$ cat config.mk
export PLATFORM = sky130hd
export DESIGN_NAME = irq_regwin
export DESIGN_NICKNAME = d
export VERILOG_FILES = /design/src/rtl/irq_regwin_pkg.sv /design/src/rtl/irq_regwin_decode.sv /design/src/rtl/irq_regwin_entry.sv /design/src/rtl/irq_regwin.sv
export SDC_FILE = /design/constraint.sdc
export NUM_CORES = 2
export LEC_CHECK = 0
export ABC_AREA = 1
export BUFFER_PORTS_ARGS = -buffer_cell sky130_fd_sc_hd__buf_2
export CAP_MARGIN = 20
export CELL_PAD_IN_SITES_DETAIL_PLACEMENT = 1
export CELL_PAD_IN_SITES_GLOBAL_PLACEMENT = 1
export CORE_AREA = 8 8 647 649
export DETAILED_ROUTE_END_ITERATION = 12
export DIE_AREA = 0 0 655 657
export GPL_TIMING_DRIVEN = 0
export PLACE_DENSITY = 0.41
export SLEW_MARGIN = 0
export SYNTH_ARGS = -nofsm -noshare
export SYNTH_HDL_FRONTEND = slang
export SYNTH_SLANG_ARGS = --single-unit
$ cat constraint.sdc
create_clock -name clk -period 5.8 [get_ports clk]
set_input_delay 0.58 -clock clk [delete_from_list [all_inputs] [get_ports clk]]
set_output_delay 0.58 -clock clk [all_outputs]
set_load 0.05 [all_outputs]
$ cat src/rtl/irq_regwin_pkg.sv
package irq_regwin_pkg;

   // bus offsets
   localparam logic [7:0] OFS_SELECT = 8'h00;
   localparam logic [7:0] OFS_WINDOW = 8'h10;

   // select values for the small registers
   localparam logic [7:0] SEL_IDENT  = 8'h00;
   localparam logic [7:0] SEL_VER    = 8'h01;
   localparam logic [7:0] SEL_ARB    = 8'h02;
   localparam logic [7:0] SEL_ENTRY0 = 8'h10;

   // entry field positions the neighbours decode
   localparam int BIT_RIRR = 14;
   localparam int BIT_MASK = 16;

   localparam logic [63:0] ENTRY_RST = 64'h0000_0000_0001_0000;

   typedef enum logic [2:0] {
      TGT_NONE,
      TGT_IDENT,
      TGT_VER,
      TGT_ARB,
      TGT_ENTRY
   } tgt_e;

   function automatic logic [31:0] be_merge(input logic [31:0] cur,
                                            input logic [31:0] nw,
                                            input logic [3:0]  be);
      logic [31:0] res;
      res = cur;
      for (int b = 0; b < 4; b++) begin
         if (be[b]) res[8*b +: 8] = nw[8*b +: 8];
      end
      return res;
   endfunction

endpackage

$ cat src/rtl/irq_regwin_decode.sv
module irq_regwin_decode
   import irq_regwin_pkg::*;
#(
   parameter int NUM_PINS = 24,
   parameter int IDX_W    = 5
) (
   input  logic [7:0]       sel_i,
   output tgt_e             tgt_o,
   output logic [IDX_W-1:0] idx_o,
   output logic             hi_o
);

   logic [6:0] raw_idx;

   always_comb begin
      raw_idx = sel_i[7:1] - 7'd8;
      hi_o    = sel_i[0];
      idx_o   = raw_idx[IDX_W-1:0];
      if (sel_i >= SEL_ENTRY0) begin
         tgt_o = (int'({1'b0, raw_idx}) < NUM_PINS) ? TGT_ENTRY : TGT_NONE;
      end else begin
         unique case (sel_i)
            SEL_IDENT: tgt_o = TGT_IDENT;
            SEL_VER:   tgt_o = TGT_VER;
            SEL_ARB:   tgt_o = TGT_ARB;
            default:   tgt_o = TGT_NONE;
         endcase
      end
   end

endmodule

$ cat src/rtl/irq_regwin_entry.sv
module irq_regwin_entry
   import irq_regwin_pkg::*;
(
   input  logic        clk,
   input  logic        rst_n,
   input  logic        wr_lo_i,
   input  logic        wr_hi_i,
   input  logic [31:0] wdata_i,
   input  logic [3:0]  be_i,
   input  logic        rirr_set_i,
   output logic [63:0] ent_o,
   output logic        wr_pulse_o,
   output logic        mask_chg_o
);

   logic [63:0] ent_q, ent_d;
   logic        wr_pulse_q, mask_chg_q;

   always_comb begin
      ent_d = ent_q;
      if (wr_lo_i) begin
         ent_d[31:0]     = be_merge(ent_q[31:0], wdata_i, be_i);
         ent_d[BIT_RIRR] = 1'b0;
      end
      if (wr_hi_i) begin
         ent_d[63:32] = be_merge(ent_q[63:32], wdata_i, be_i);
      end
      if (rirr_set_i) begin
         ent_d[BIT_RIRR] = 1'b1;
      end
   end

   always_ff @(posedge clk) begin
      if (!rst_n) begin
         ent_q      <= ENTRY_RST;
         wr_pulse_q <= 1'b0;
         mask_chg_q <= 1'b0;
      end else begin
         ent_q      <= ent_d;
         wr_pulse_q <= wr_lo_i | wr_hi_i;
         mask_chg_q <= ent_d[BIT_MASK] ^ ent_q[BIT_MASK];
      end
   end

   assign ent_o      = ent_q;
   assign wr_pulse_o = wr_pulse_q;
   assign mask_chg_o = mask_chg_q;


   mask_pulse_chk: assert property (@(posedge clk) disable iff (!rst_n)
      mask_chg_q |-> (ent_q[BIT_MASK] != $past(ent_q[BIT_MASK])));


   rirr_clear_chk: assert property (@(posedge clk) disable iff (!rst_n)
      (wr_lo_i && !rirr_set_i) |=> !ent_q[BIT_RIRR]);


   low_keep_chk: assert property (@(posedge clk) disable iff (!rst_n)
      (wr_hi_i && !wr_lo_i && !rirr_set_i) |=> $stable(ent_q[31:0]));


   rirr_set_chk: assert property (@(posedge clk) disable iff (!rst_n)
      rirr_set_i |=> ent_q[BIT_RIRR]);


   wr_pulse_chk: assert property (@(posedge clk) disable iff (!rst_n)
      (wr_lo_i || wr_hi_i) |=> wr_pulse_q);

endmodule

$ cat src/rtl/irq_regwin.sv
module irq_regwin
   import irq_regwin_pkg::*;
#(
   parameter int         NUM_PINS = 24,
   parameter logic [7:0] VERSION  = 8'h11,
   parameter int         ID_W     = 4
) (
   input  logic                  clk,
   input  logic                  rst_n,
   input  logic                  bus_en,
   input  logic                  bus_wr,
   input  logic [7:0]            bus_addr,
   input  logic [3:0]            bus_be,
   input  logic [31:0]           bus_wdata,
   output logic [31:0]           bus_rdata,
   input  logic [NUM_PINS-1:0]   rirr_set,
   output logic [64*NUM_PINS-1:0] entry_flat,
   output logic [NUM_PINS-1:0]   entry_wr_pulse,
   output logic [NUM_PINS-1:0]   mask_chg_pulse
);

   localparam int IDX_W   = (NUM_PINS > 1) ? $clog2(NUM_PINS) : 1;
   localparam int MAX_PIN = (256 - 16) / 2;

   if (NUM_PINS < 1 || NUM_PINS > MAX_PIN) begin : g_bad_pins
      $error("irq_regwin: NUM_PINS out of range");
   end
   if (ID_W < 1 || ID_W > 8) begin : g_bad_idw
      $error("irq_regwin: ID_W out of range");
   end

   logic [7:0]       sel_q;
   logic [ID_W-1:0]  id_q;
   tgt_e             tgt;
   logic [IDX_W-1:0] idx;
   logic             hi;
   logic             win_wr, sel_wr;
   logic [63:0]      ent_arr [NUM_PINS];
   logic [63:0]      ent_pick;

   assign sel_wr = bus_en && bus_wr && (bus_addr == OFS_SELECT);
   assign win_wr = bus_en && bus_wr && (bus_addr == OFS_WINDOW) && (|bus_be);

   irq_regwin_decode #(
      .NUM_PINS (NUM_PINS),
      .IDX_W    (IDX_W)
   ) i_decode (
      .sel_i (sel_q),
      .tgt_o (tgt),
      .idx_o (idx),
      .hi_o  (hi)
   );

   always_ff @(posedge clk) begin
      if (!rst_n) begin
         sel_q <= '0;
         id_q  <= '0;
      end else begin
         if (sel_wr && bus_be[0]) sel_q <= bus_wdata[7:0];
         if (win_wr && tgt == TGT_IDENT && bus_be[3]) id_q <= bus_wdata[24 +: ID_W];
      end
   end

   for (genvar g = 0; g < NUM_PINS; g++) begin : g_ent
      logic hit;
      assign hit = win_wr && (tgt == TGT_ENTRY) && (idx == IDX_W'(g));

      irq_regwin_entry i_entry (
         .clk        (clk),
         .rst_n      (rst_n),
         .wr_lo_i    (hit && !hi),
         .wr_hi_i    (hit && hi),
         .wdata_i    (bus_wdata),
         .be_i       (bus_be),
         .rirr_set_i (rirr_set[g]),
         .ent_o      (ent_arr[g]),
         .wr_pulse_o (entry_wr_pulse[g]),
         .mask_chg_o (mask_chg_pulse[g])
      );

      assign entry_flat[64*g +: 64] = ent_arr[g];
   end

   always_comb begin
      ent_pick = '0;
      for (int i = 0; i < NUM_PINS; i++) begin
         if (idx == IDX_W'(i)) ent_pick = ent_arr[i];
      end
   end

   always_comb begin
      bus_rdata = '0;
      if (bus_en && !bus_wr) begin
         if (bus_addr == OFS_SELECT) begin
            bus_rdata[7:0] = sel_q;
         end else if (bus_addr == OFS_WINDOW) begin
            unique case (tgt)
               TGT_IDENT, TGT_ARB: bus_rdata[24 +: ID_W] = id_q;
               TGT_VER: begin
                  bus_rdata[23:16] = 8'(NUM_PINS - 1);
                  bus_rdata[7:0]   = VERSION;
               end
               TGT_ENTRY: bus_rdata = hi ? ent_pick[63:32] : ent_pick[31:0];
               default: bus_rdata = '0;
            endcase
         end
      end
   end


   stray_sel_chk: assert property (@(posedge clk) disable iff (!rst_n)
      (bus_en && bus_wr && bus_addr != OFS_SELECT) |=> $stable(sel_q));


   id_hold_chk: assert property (@(posedge clk) disable iff (!rst_n)
      (bus_en && bus_wr && sel_q != SEL_IDENT) |=> $stable(id_q));


   oor_quiet_chk: assert property (@(posedge clk) disable iff (!rst_n)
      (win_wr && tgt == TGT_NONE) |=> (entry_wr_pulse == '0));


   pulse_onehot_chk: assert property (@(posedge clk) disable iff (!rst_n)
      $onehot0(entry_wr_pulse));

endmodule

Yosys cells after proc, flatten, opt, wreduce, memory -nomap -nowiden
Cells that the tools add are included.
{ "totals": {"reg_bits": 1596, "inputBits": 72, "out_inout_bits": 1616, "word_cells": 832} }
{ "op_classes": {"n_addsub": 1, "order_cmp": 2, "n_eq_ne": 30, "mux": 157, "bitwise_logic": 48, "reduce_logical": 304} }
{ "op_table": {"columns": ["operator", "n"], "rows": [
  ["2-to-1 mux 64 bit", 24],
  ["2-to-1 mux 17 bit", 24],
  ["2-to-1 mux 8 bit", 50],
  ["AND reduction 2 bit", 192],
  ["2-to-1 mux 32 bit", 3],
  ["logical AND 1 bit", 81],
  ["2-to-1 mux 1 bit", 48],
  ["nonzero test 2 bit", 24],
  ["== test 5 x 4 -> 1 bit, second input constant", 8],
  ["== test 5 bit, second input constant", 8],
  ["one-hot mux 8 bit (2 select lines)", 2],
  ["2-to-1 mux 24 bit", 1],
  ["OR 1 bit", 24],
  ["bitwise XOR 1 bit", 24],
  ["== test 5 x 3 -> 1 bit, second input constant", 4],
  ["logical NOT 8 bit", 2],
  ["== test 5 x 2 -> 1 bit, second input constant", 2],
  ["== test 8 x 1 -> 1 bit, second input constant", 1],
  ["== test 8 x 2 -> 1 bit, second input constant", 1],
  ["== test 8 x 5 -> 1 bit, second input constant", 1],
  ["greater-or-equal comparator 8 x 5 -> 1 bit, second input constant", 1],
  ["one-hot mux 4 bit (2 select lines)", 1],
  ["less-than comparator 7 x 5 -> 1 bit, second input constant", 1],
  ["subtractor 7 x 4 -> 7 bit, second input constant", 1],
  ["11 further kinds", 14]
]} }

Logic depth before layout (Yosys ltp)
{ "logic_depth": {"word_depth": 31, "depth_mapped": 25, "ltp_nobuf": 24} }

By module
From an unflattened synthesis, not the netlist that was laid out.
{ "hier_totals": {"cells_unflattened": 10233, "area_unflattened_um2": 68254.2} }
{ "modules_own_cells": {"columns": ["module", "n_inst", "cells_per_inst", "area_per_inst_um2", "seq_area_each_um2"], "rows": [
  ["irq_regwin_entry", 24, 288, 2239.6, 1321.3],
  ["irq_regwin", 1, 3286, 14315.0, 240.2],
  ["irq_regwin_decode", 1, 35, 187.7, 0.0]
]} }

Worst setup path before layout
No wires, ideal clock.
{ "synth_path": {"kind": "register to output", "startpoint": "register sel_q[4]", "endpoint": "output port bus_rdata[30]", "arrival_ns": 3.461, "required_ns": 5.220, "slack_ns": 1.759, "path_stages_with_launch": 21, "n_path_buf": 4, "cell_sequence": "dfxtp_1 buf_4 inv_2 ha_1 buf_2 nand2_2 nor2_1 buf_2 buf_2 nand2_1 nand4_1 o21ai_0 nand4_1 nor2_1 nand4_1 nor2_1 nand4_1 nor2_1 nand4_1 nand2_1 a21boi_0"} }
{ "synth_via": {"elab_chain_cells": 31, "word_cells_on_any_way": 63, "cone_classes": "1 x add/sub; 2 x order compare; 26 x eq/ne; 32 x mux; 2 x reduce/logical"} }
{ "synth_lines": {"columns": ["item", "line", "text"], "rows": [
  ["from (decl)", "irq_regwin.sv:32", "logic [7:0] sel_q;"],
  ["from (signal assigned)", "irq_regwin.sv:59", "if (sel_wr && bus_be[0]) sel_q <= bus_wdata[7:0];"],
  ["subtractor 7 x 4 -> 7 bit", "irq_regwin_decode.sv:16", "raw_idx = sel_i[7:1] - 7'd8;"],
  ["logical NOT 5 bit", "irq_regwin.sv:87", "if (idx == IDX_W'(i)) ent_pick = ent_arr[i];"],
  ["2-to-1 mux 64 bit (24 in series)", "irq_regwin.sv:87", null],
  ["2-to-1 mux 32 bit", "irq_regwin.sv:103", "TGT_ENTRY: bus_rdata = hi ? ent_pick[63:32] : ent_pick[31:0];"],
  ["2-to-1 mux 4 bit (*)", "irq_regwin.sv:97", "unique case (tgt)"],
  ["2-to-1 mux 32 bit (*)", "irq_regwin.sv:96", "end else if (bus_addr == OFS_WINDOW) begin"],
  ["2-to-1 mux 24 bit (*)", "irq_regwin.sv:94", "if (bus_addr == OFS_SELECT) begin"],
  ["2-to-1 mux 32 bit (*)", "irq_regwin.sv:93", "if (bus_en && !bus_wr) begin"],
  ["to (decl)", "irq_regwin.sv:15", "output logic [31:0] bus_rdata,"]
]} }
Mark *: on every way between the ends. The rest lies on a longest branch, timed or not.

Worst setup path after layout
{ "layout_path": {"startpoint": "register sel_q[4]", "endpoint": "output port bus_rdata[1]"} }
{ "layout_via": {"elab_chain_cells": 31, "word_cells_on_any_way": 64, "cone_classes": "1 x add/sub; 2 x order compare; 27 x eq/ne; 32 x mux; 2 x reduce/logical"} }
{ "layout_lines": {"columns": ["item", "line"], "rows": [
  ["subtractor 7 x 4 -> 7 bit", "irq_regwin_decode.sv:16"],
  ["logical NOT 5 bit", "irq_regwin.sv:87"],
  ["2-to-1 mux 64 bit (24 in series)", "irq_regwin.sv:87"],
  ["2-to-1 mux 32 bit", "irq_regwin.sv:103"],
  ["one-hot mux 8 bit (2 select lines) (*)", "irq_regwin.sv:97"],
  ["2-to-1 mux 32 bit (*)", "irq_regwin.sv:96"],
  ["2-to-1 mux 8 bit (*)", "irq_regwin.sv:94"],
  ["2-to-1 mux 32 bit (*)", "irq_regwin.sv:93"]
]} }
Marked as above.

==> impl_summary.txt <==
----------------------------------------------------
[Clock network]
  Num CTS Buffers ... 220
  CTS root buf ... clkbuf_16
  Clock tree buffer depth ... 4
  TritonCTS clock tree ... built
  Insertion delay to the later sink of the worst-skew pair ... 0.96 ns
  CTS sink count ... around 1600
  Number of H-tree levels ... 4
  Clock slew seen by the registers of the worst setup and hold paths ... roughly 0.06 ns

[Drt]
  Routed len/inst ... ~46 µm
  Drt via density ... about 5
  Pre-antenna DRT Iters ... 8
  Post-Route WL ... 779000 µm
  Drc violations ... 0
  Total number of vias ... roughly 85000
  Number of DRC violations after detailed-routing iteration 0 ... 8355
  Antenna-violating nets left ... 0

[Die]
  Core region area ... ~410000 µm²
  Width of the die ... roughly 660 µm
  Starting density of the core ... about 17%
  Die boundary height ... 657 µm
  IO Pins ... between 1500 and 2000
  Overall die area ... approximately 430000 µm²
  Number of placement rows ... roughly 240

[Worst setup path]
  Data arrival time of the worst path ... 5.41 ns
  CP Launch Point ... sel_q[4]$_SDFFE_PN0P_
  Worst r2r dst ... g_ent[12].i_entry.mask_chg_o$_SDFF_PN0_
  Capture point of the worst path ... bus_rdata[1]
  CP Class ... register to primary output
  FF-to-FF Start ... sel_q[5]$_SDFFE_PN0P_
  Critical path launch point type ... register
  Required time reported for the critical path endpoint ... 5.22 ns
  Worst R2R Setup Slack ... around 1.4 ns
  CP max FO ... 7
  Crit end category ... primary output
  R2R cell count ... 15

[STA]
  Post-layout minimum cycle time ... 5.99 ns
  Unrepaired setup endpoints after global routing ... true
  Min setup slack post-route ... -0.186 ns
  Final Setup Violations ... 14
  Maximum clock frequency ... approximately 0.17 GHz
  Worst Tran Pin Value ... approximately 1.3 ns
  Final cycle utilization of the critical path ... 103%
  Worst slew margin ... a little over an eighth
  Hold Vio Cnt, Final ... 0
  Slew Viols, Final ... 0
  Layout Skew ... 0.0400 ns

[Yosys]
  Post-synthesis register bit count ... 1596
  YS warnings ... 0
  Net count of the mapped netlist ... between 9000 and 10000
  Number of distinct library cells after synthesis ... 44
  Seq/Total Area, Yosys ... 46.5%
  Cell count after synthesis ... ~9100
  Cell area after synthesis ... ~70000 µm²
  Synthesized area divided by synthesized cell count ... between 7 and 8 µm²

[Pwr]
  Peak supply drop ... 0.236 mV
  Power per cell area ... 275 nW/µm²
  Sum of internal, switching and leakage power ... approximately 0.027 W
  LEAKAGE ... 41.9 nW

[Placement]
  Count of input and output buffers ... roughly 1700
  Final RePlAce weighted congestion ... between 0.9 and 1
  Estimated wirelength of the detail-placed design ... 666000 µm
  Worst setup slack after placement ... -1.32 ns

[Global routing]
  Maximum number of pins on one net before global-route repair ... 17
  Vias in the first global route ... around 80000
  Total congestion overflow ... 0
  First-pass GRT wire length ... slightly below 1000000 µm
  Overall Global Routing Usage ... 34.5%
  Number of antenna violations at the first check in global routing ... around 110

[Cells and area]
  Net count reported at finish ... around 11000
  Syn-to-layout area delta ... 43.8%
  Share of cells above drive strength 1 ... between 20% and 30%

[Run status]
  Status ... complete, but fails checks
  Failing checks ... negative setup slack

[Hold path]
  Worst Hold Class ... input port to register

[Run]
  Maxcap violations ... 0

----------------------------------------------------
[cells by family after synthesis]
family,synth area share [%]
XOR/XNOR,0.166
AND/OR/NAND/NOR,17.3
buffers and inverters,9.65
adder cells (fa/ha/maj),0.0364
flip-flops,46.5
AO/OA/AOI/OAI,26.3
[area by class of cell]
class / instances / area [µm²]
tap: 5451 / 6820
buffer: 745 / 4170
fill: 48971 / 309000
multi-input combinational: 5920 / 32000
inverter: 875 / 3330
antenna: 71 / 178
clock inverter: 65 / 781
sequential: 1596 / 32000
clock buffer: 329 / 6560
timing repair buffer: 1990 / 13100
[how the worst min path moves through the flow]
stage | startpoint | end | cells past startpoint
3_3_place_gp | g_ent[10].i_entry.ent_o[1]$_SDFFE_PN0P_ | g_ent[10].i_entry.ent_o[1]$_SDFFE_PN0P_ | 2
5_1_grt | bus_wdata[25] | g_ent[17].i_entry.ent_o[25]$_SDFFE_PN0P_ | 3
6_report | bus_wdata[12] | g_ent[17].i_entry.ent_o[12]$_SDFFE_PN0P_ | 3
4_1_cts | bus_wdata[25] | g_ent[17].i_entry.ent_o[25]$_SDFFE_PN0P_ | 3
2_1_floorplan | id_q[0]$_SDFFE_PN0P_ | id_q[0]$_SDFFE_PN0P_ | 2
3_5_place_dp | g_ent[18].i_entry.ent_o[10]$_SDFFE_PN0P_ | g_ent[18].i_entry.ent_o[10]$_SDFFE_PN0P_ | 2
[cells in the mapped netlist (all sizes together)]
cell type,number,area [µm²]
clkinv,7,26.3
clkbuf,475,1780
a31oi,116,726
xor2,13,114
o22ai,42,263
nand2,1309,4970
o221a,16,180
or2,5,31.3
inv,868,3260
o221ai,1,8.76
nor3,75,567
nor4,22,325
buf,274,1570
a211oi,124,931
nand4,234,1460
a21boi,1,7.51
a221oi,8,70.1
dfxtp,1596,32000
o21ai,1221,6110
o21a,368,2760
a41oi,1,8.76
nand3b,10,75.1
o31ai,1,7.51
a21oi,1358,6800
o2111ai,27,236
or3,1,6.26
nor2,802,3640
ha,2,25.0
nand3,163,838
[stage by stage]
step	hold slack (ns)	cell area, µm²	util, %	setup TNS, ns	cells
3_5_place_dp	0.461	87400	21.4	-35.96	16460
3_3_place_gp	0.458	84000	20.6	-41.34	16269
5_1_grt	0.126	98800	24.2	-2.02	16994
2_1_floorplan	0.471	68800	-	0	9140
4_1_cts	0.0716	98200	24.1	-3.03	16963
6_report	0.166	98900	24.2	-1.03	17042
[per-layer routing]
layer | GRT usage (%) | wire, µm | up-vias
li1 | - | - | 35343
met1 | 41.7 | 311000 | 44380
met2 | 55.8 | 351000 | 4249
met3 | 8.53 | 61400 | 1030
met4 | 19.3 | 55700 | 8
met5 | 0 | 55 | -
[worst max-delay path: stages, from the launching register on]
cell	delay, ns
dfxtp_2	0.32
buf_6	0.14
inv_8	0.05
ha_4	0.32
nand3_4	0.12
buf_12	0.15
nor2_4	0.05
buf_12	0.16
inv_4	0.13
buf_12	0.17
o22ai_1	0.12
nor2_2	0.20
o2111ai_4	0.19
nand2_2	0.13
nand4_1	0.24
nor2_2	0.22
nand4_1	0.29
nand2_2	0.21
nand3_4	0.12
nand2_1	0.12
nand3_1	0.12
nand2_1	0.10
nand4_1	0.24
nand3_1	0.18
nand2_2	0.10
buf_6	0.17
[power by group]
part	total, W	internal [W]	switching (W)
sequential	0.0110	0.0110	0.0000150
clock	0.0145	0.00831	0.00619
combinational	0.00165	0.000303	0.00135
total	0.0271	0.0196	0.00755
[sequential cells by signal, indices dropped and copies added (netlist names)]
| name | count |
|---|---|
| sel_q | 8 |
| g_ent.i_entry.mask_chg_o | 24 |
| g_ent.i_entry.ent_o | 1536 |
| id_q | 4 |
| g_ent.i_entry.wr_pulse_o | 24 |
[cells in the final DEF, fill, tap and decap left out, types with 163 or more instances in the layout]
master	netlist	layout
buf_2	146	1778
dfxtp_1	1596	1592
a21oi_1	1358	1333
nand2_1	1287	1196
o21ai_0	1142	1119
inv_1	793	790
nor2_1	640	562
clkbuf_1	475	372
o21a_1	368	368
nand4_1	234	234
clkbuf_16	0	226
nor2_2	117	172
buf_4	85	163
[repair_timing]
action	CTS	global route
setup buffers	80	7
pin swaps	235	214
gates resized for setup	624	113
hold buffers	30	0
setup endpoints to repair	58	29
endpoints found under the hold margin	32	0
gates cloned	1	0
(Power assumes the default switching activity.)
